$ cat src/rtl/qsr_pkg.sv
package qsr_pkg;

  localparam int STK_RXERR = 0;
  localparam int STK_FCAR  = 1;
  localparam int STK_RFLT  = 2;
  localparam int STK_LOCK  = 3;
  localparam int STK_LCHG  = 4;
  localparam int STK_N     = 5;

  typedef struct packed {
    logic conf;
    logic mask;
  } qsr_cfg_t;

endpackage

$ cat src/rtl/qsr_sticky_bank.sv
module qsr_sticky_bank #(
  parameter int N = 5
) (
  input  logic         clk,
  input  logic         rst_n,
  input  logic         clr,
  input  logic [N-1:0] set,
  output logic [N-1:0] q,
  output logic [N-1:0] q_nxt
);

  for (genvar i = 0; i < N; i++) begin : g_bit
    assign q_nxt[i] = set[i] | (q[i] & ~clr);


    sticky_hold_chk: assert property (@(posedge clk) disable iff (!rst_n)
      q[i] && !clr |=> q[i]);

    sticky_clear_chk: assert property (@(posedge clk) disable iff (!rst_n)
      clr && !set[i] |=> !q[i]);

    sticky_set_chk: assert property (@(posedge clk) disable iff (!rst_n)
      set[i] |=> q[i]);
  end

  always_ff @(posedge clk or negedge rst_n) begin
    if (!rst_n) q <= '0;
    else        q <= q_nxt;
  end

endmodule

$ cat src/rtl/qsr_link_track.sv
module qsr_link_track (
  input  logic clk,
  input  logic rst_n,
  input  logic clr,
  input  logic link_up,
  output logic lstat_q,
  output logic lstat_nxt,
  output logic chg
);

  logic prev_q;

  assign lstat_nxt = clr ? link_up : (lstat_q & link_up);
  assign chg       = link_up ^ prev_q;

  always_ff @(posedge clk or negedge rst_n) begin
    if (!rst_n) begin
      prev_q  <= 1'b0;
      lstat_q <= 1'b0;
    end else begin
      prev_q  <= link_up;
      lstat_q <= lstat_nxt;
    end
  end


  latch_low_chk: assert property (@(posedge clk) disable iff (!rst_n)
    !link_up |=> !lstat_q);

  stay_low_chk: assert property (@(posedge clk) disable iff (!rst_n)
    !lstat_q && !clr |=> !lstat_q);

endmodule

$ cat src/rtl/qsr_an_track.sv
module qsr_an_track #(
  parameter int W = 3
) (
  input  logic         clk,
  input  logic         rst_n,
  input  logic         clr,
  input  logic [W-1:0] state,
  output logic [W-1:0] lo_q,
  output logic [W-1:0] hi_q
);

  logic [W-1:0] lo_d, hi_d;

  always_comb begin
    if (clr) begin
      lo_d = state;
      hi_d = state;
    end else begin
      lo_d = (state < lo_q) ? state : lo_q;
      hi_d = (state > hi_q) ? state : hi_q;
    end
  end

  always_ff @(posedge clk or negedge rst_n) begin
    if (!rst_n) begin
      lo_q <= '0;
      hi_q <= '0;
    end else begin
      lo_q <= lo_d;
      hi_q <= hi_d;
    end
  end


  an_order_chk: assert property (@(posedge clk) disable iff (!rst_n)
    lo_q <= hi_q);

  an_reload_chk: assert property (@(posedge clk) disable iff (!rst_n)
    clr |=> (lo_q == $past(state)) && (hi_q == $past(state)));

  an_bound_chk: assert property (@(posedge clk) disable iff (!rst_n)
    !clr |=> (lo_q <= $past(state)) && (hi_q >= $past(state)));

endmodule

$ cat src/rtl/qsr_status_reg.sv
module qsr_status_reg
  import qsr_pkg::*;
#(
  parameter int AN_W = 3,
  localparam int REG_W = 10 + 2 * AN_W
) (
  input  logic             clk,
  input  logic             rst_n,
  input  logic             ev_rx_err,
  input  logic             ev_false_carrier,
  input  logic             ev_rem_fault,
  input  logic             ev_unlock,
  input  logic             ev_jabber,
  input  logic             link_up,
  input  logic             partner_pause,
  input  logic             speed_100,
  input  logic             full_duplex,
  input  logic [AN_W-1:0]  an_state,
  input  logic             rd_stb,
  input  logic             wr_en,
  input  logic [1:0]       wr_cfg,
  output logic [REG_W-1:0] rd_data,
  output logic             irq
);

  logic [STK_N-1:0] stk_set, stk_q, stk_d;
  logic             lstat_q, lstat_d, link_chg;
  logic [AN_W-1:0]  an_lo, an_hi;
  qsr_cfg_t         cfg_q, cfg_d;
  logic             irq_q, irq_d;

  always_comb begin
    stk_set            = '0;
    stk_set[STK_RXERR] = ev_rx_err & speed_100;
    stk_set[STK_FCAR]  = ev_false_carrier & speed_100;
    stk_set[STK_RFLT]  = ev_rem_fault;
    stk_set[STK_LOCK]  = speed_100 ? ev_unlock : ev_jabber;
    stk_set[STK_LCHG]  = link_chg;
  end

  qsr_sticky_bank #(.N(STK_N)) u_sticky (
    .clk   (clk),
    .rst_n (rst_n),
    .clr   (rd_stb),
    .set   (stk_set),
    .q     (stk_q),
    .q_nxt (stk_d)
  );

  qsr_link_track u_link (
    .clk       (clk),
    .rst_n     (rst_n),
    .clr       (rd_stb),
    .link_up   (link_up),
    .lstat_q   (lstat_q),
    .lstat_nxt (lstat_d),
    .chg       (link_chg)
  );

  qsr_an_track #(.W(AN_W)) u_an (
    .clk   (clk),
    .rst_n (rst_n),
    .clr   (rd_stb),
    .state (an_state),
    .lo_q  (an_lo),
    .hi_q  (an_hi)
  );

  // Configuration next state: loaded only on a write strobe.
  always_comb begin
    cfg_d = cfg_q;
    if (wr_en) cfg_d = qsr_cfg_t'(wr_cfg);
  end

  // Interrupt computed from next-state values so the flop agrees with rd_data.
  always_comb begin
    if (cfg_d.mask)
      irq_d = 1'b0;
    else if (cfg_d.conf)
      irq_d = stk_d[STK_LCHG];
    else
      irq_d = stk_d[STK_RXERR] | stk_d[STK_FCAR] | stk_d[STK_RFLT] |
              stk_d[STK_LOCK] | ~lstat_d;
  end

  always_ff @(posedge clk or negedge rst_n) begin
    if (!rst_n) begin
      cfg_q <= '0;
      irq_q <= 1'b0;
    end else begin
      cfg_q <= cfg_d;
      irq_q <= irq_d;
    end
  end

  assign irq = irq_q;

  assign rd_data = {stk_q[STK_RXERR],
                    cfg_q.conf ? stk_q[STK_LCHG] : stk_q[STK_FCAR],
                    stk_q[STK_RFLT],
                    stk_q[STK_LOCK],
                    lstat_q,
                    partner_pause,
                    speed_100,
                    full_duplex,
                    cfg_q.conf,
                    cfg_q.mask,
                    an_lo,
                    an_hi};


  mask_quiet_chk: assert property (@(posedge clk) disable iff (!rst_n)
    cfg_q.mask |-> !irq_q);

  mode1_source_chk: assert property (@(posedge clk) disable iff (!rst_n)
    cfg_q.conf && !stk_q[STK_LCHG] |-> !irq_q);

  cfg_write_chk: assert property (@(posedge clk) disable iff (!rst_n)
    wr_en |=> {cfg_q.conf, cfg_q.mask} == $past(wr_cfg));

  mode0_quiet_chk: assert property (@(posedge clk) disable iff (!rst_n)
    !cfg_q.conf && lstat_q && (stk_q[STK_LCHG:0] & 5'b01111) == '0 |-> !irq_q);

endmodule

$ cat config.mk
export PLATFORM = sky130hd
export DESIGN_NAME = qsr_status_reg
export DESIGN_NICKNAME = d
export VERILOG_FILES = /design/src/rtl/qsr_pkg.sv /design/src/rtl/qsr_sticky_bank.sv /design/src/rtl/qsr_link_track.sv /design/src/rtl/qsr_an_track.sv /design/src/rtl/qsr_status_reg.sv
export SDC_FILE = /design/constraint.sdc
export NUM_CORES = 1
export LEC_CHECK = 0
export ABC_AREA = 1
export BUFFER_PORTS_ARGS = -buffer_cell sky130_fd_sc_hd__buf_2
export CORE_MARGIN = 2
export CORE_UTILIZATION = 35
export CTS_CLUSTER_SIZE = 20
export DETAILED_ROUTE_END_ITERATION = 10
export PLACE_DENSITY = 0.75
export SYNTH_ARGS = -nofsm -noshare
export SYNTH_HDL_FRONTEND = slang
export SYNTH_SLANG_ARGS = --single-unit
export TNS_END_PERCENT = 50
$ cat constraint.sdc
create_clock -name clk -period 1.2 [get_ports clk]
set_clock_uncertainty 0.1 [all_clocks]
set_input_delay 0.18 -clock clk [delete_from_list [all_inputs] [get_ports clk]]
set_output_delay 0.18 -clock clk [all_outputs]
set_load 0.01 [all_outputs]
==> run summary <==
Post-synthesis cell type count = 15
Detail Route Antenna Nets = 0
Layout Utilization = 54.21%
Core ar. = 0.002276 mm²
WHS = 0.03201 ns
H-tree Lvls = 1
Main combinational cell family by area after synthesis = simple AND/OR/NAND/NOR gates
Final WS setup = -0.1466 ns
Register area share after synthesis = 46.44%
Hold Fails Final Rpt = 0
Synthesized instance count = 108
# DRC = 0
Area leader, netlist = dfrtp_1
# IOs = 35
Worst slew margin = 76.94%
Adder-cell area share of the yosys netlist = 7.257%
Status = finished with violations
Power, Total = 1.602 mW
Port Buffers = 30
Syn Area/Cell = 7.982 µm²
GPL Wtd Cong = 0.6928
First drt pass iteration count = 2
Endpoint class of the critical path = register
Vias in the first global route = 791
XOR/XNOR Fraction of Synth Area = 0%
Site Rows = 17
Pin count of the biggest net entering global routing = 17
Area growth syn-to-layout = 43.11%
Latest clock arrival within the worst-skew pair = 0.28 ns
Total Nets Final = 170
Period utilization = 112.2%
Synth area leaders = dfrtp_1, nand2_1, inv_1
Global route overflow = 0
Share of cells above drive strength 1 = 44.14%
# setup viols final = 11
Max Cap Violations = 0
Synth Register Bits = 16
Die width = 53.63 µm
CTS sink count = 16
Worst Path Required = 1.28 ns
Pwr Density = 1298 mW/mm²
Placed insts = 166
Total Wirelength = 1851 µm
Iteration-0 DRC Markers = 6
Yosys top cell area share = 46.44%
Fin. max-slew vios = 0
Clk slew on worst S/H paths = 0.08 ns
Mux share of post-synthesis cell area = 0%
CP most frequent cell = nand2_2
Num CTS Buffers = 3
Vias/cell = 4.503
Min Clock Period, post-route = 1.347 ns
Tot GR Track Use = 14.90%
Placed Area = 0.001065 mm²
DIE AREA = 0.002876 mm²
Most common cell after layout, fill and taps aside = nand2_1
Root Buffer = clkbuf_4
Post-place setup slack = -0.1444 ns
Non-filler instance count after layout = 173
Failing checks = negative setup slack
Routed wire per std cell = 10.70 µm
Detail Placement HPWL = 1493 µm
Crit-path max cell delay = 0.40 ns
Unrepaired setup endpoints after global routing = yes
Cell area after layout = 0.001234 mm²
Yosys Warn Count = 0
Worst-Margin Slew = 0.3423 ns
Die H = 53.63 µm
First-pass GRT wire length = 3111 µm
Clock Path Buffers = 2
Simple-gate share of the synthesized area = 26.85%
Hold/Removal Path Class = in2reg
ANT cells = 0
F_max = 742.6 MHz
Post-synthesis compound-gate area fraction = 4.209%
Initial core utilization = 37.88%
Syn_nets = 131
CP Max Fanout = 4
Most frequent cells in the layout = nand2_1, buf_2, dfrtp_1, inv_1, nand3_1
Initial antenna violation count = 0
Cell Chain, Critical Path = inv_2 -> ha_4 -> a21oi_2 -> nand2_1 -> nand2_2 -> nand2_4 -> nand2_2 -> nand2_2
Leakage = 0.6748 nW
Maximum VDD drop = 0.0009804 V
Setup TNS = -0.7307 ns
Worst Path Arrival = 1.42 ns
Startpoint class of the critical path = register
CTS tree = built
Synthesized area = 862.1 µm²
Setup CP Type = reg2reg
Slowest-stage cell, CP = dfrtp_1
Vias = 779
==> logic make-up after synthesis <==
| kind of cell | after synthesis |
|---|---|
| AO/OA/AOI/OAI | 5 |
| flip-flops | 16 |
| adder cells (fa/ha/maj) | 5 |
| AND/OR/NAND/NOR | 56 |
| buffers and inverters | 26 |
==> what timing repair did <==
item / CTS / global route
resized for setup: 14 / 8
hold buffers: 3 / 0
buffers inserted: 0 / 1
pin swaps: 5 / 9
hold endpoints to repair: 18 / 0
endpoints found under the setup margin: 12 / 13
==> critical path, delay by kind of cell (launching register included) <==
family                   cells  cell delay (ns)
flip-flops                   1             0.40
buffers and inverters        1             0.07
AND/OR/NAND/NOR              5             0.37
AO/OA/AOI/OAI                1             0.12
adder cells (fa/ha/maj)      1             0.20
==> power by group <==
part           total, mW  leakage, nW  switching (mW)  internal (mW)
logic              0.677        0.473           0.333          0.344
registers          0.658        0.188          0.0466          0.612
clock network      0.267       0.0138           0.150          0.116
==> state kept, by name, summed over array words and instances (netlist names) <==
register and count:
irq 1, rd_data 2, u_an.hi_q 3, u_an.lo_q 3, u_link.lstat_q 1, u_link.prev_q 1, u_sticky.q 5
==> per-layer routing <==
layer | up-vias | global-route usage, % | wire (µm)
met1 | 351 | 16.14 | 766
met4 | 0 | 5.128 | 11
met5 | - | 0 | 0
met2 | 29 | 28.81 | 963
met3 | 2 | 2.500 | 109
li1 | 397 | - | -
==> layout make-up <==
type	count	area (µm²)
clock buffer	3	22.52
fill	218	1042
inverter	18	67.56
multi-input combinational	66	421.7
sequential	16	400.4
tap	28	35.03
timing repair buffer	42	286.5
==> final timing paths <==
path | startpoint | end | slack [ns] | cells past startpoint
setup / recovery | u_an.hi_q[2] | u_an.hi_q[1] | -0.15 | 8
hold / removal | ev_rx_err | u_sticky.q[0] | 0.03 | 3
setup reg to reg | u_an.hi_q[2] | u_an.hi_q[1] | -0.15 | 8
hold reg to reg | u_sticky.q[0] | u_sticky.q[0] | 0.41 | 2
max in group asynchronous | rst_n | rd_data[7] | 0.51 | 2
min in group asynchronous | rst_n | irq | 0.23 | 2
==> Yosys cell counts (all sizes together) <==
cell    n
a21oi   3
buf     8
dfrtp  16
ha      5
inv    18
nand2  37
nand3  11
nor2    7
o21ai   2
or2     1
Note: power is estimated with default switching activity, not from simulation.
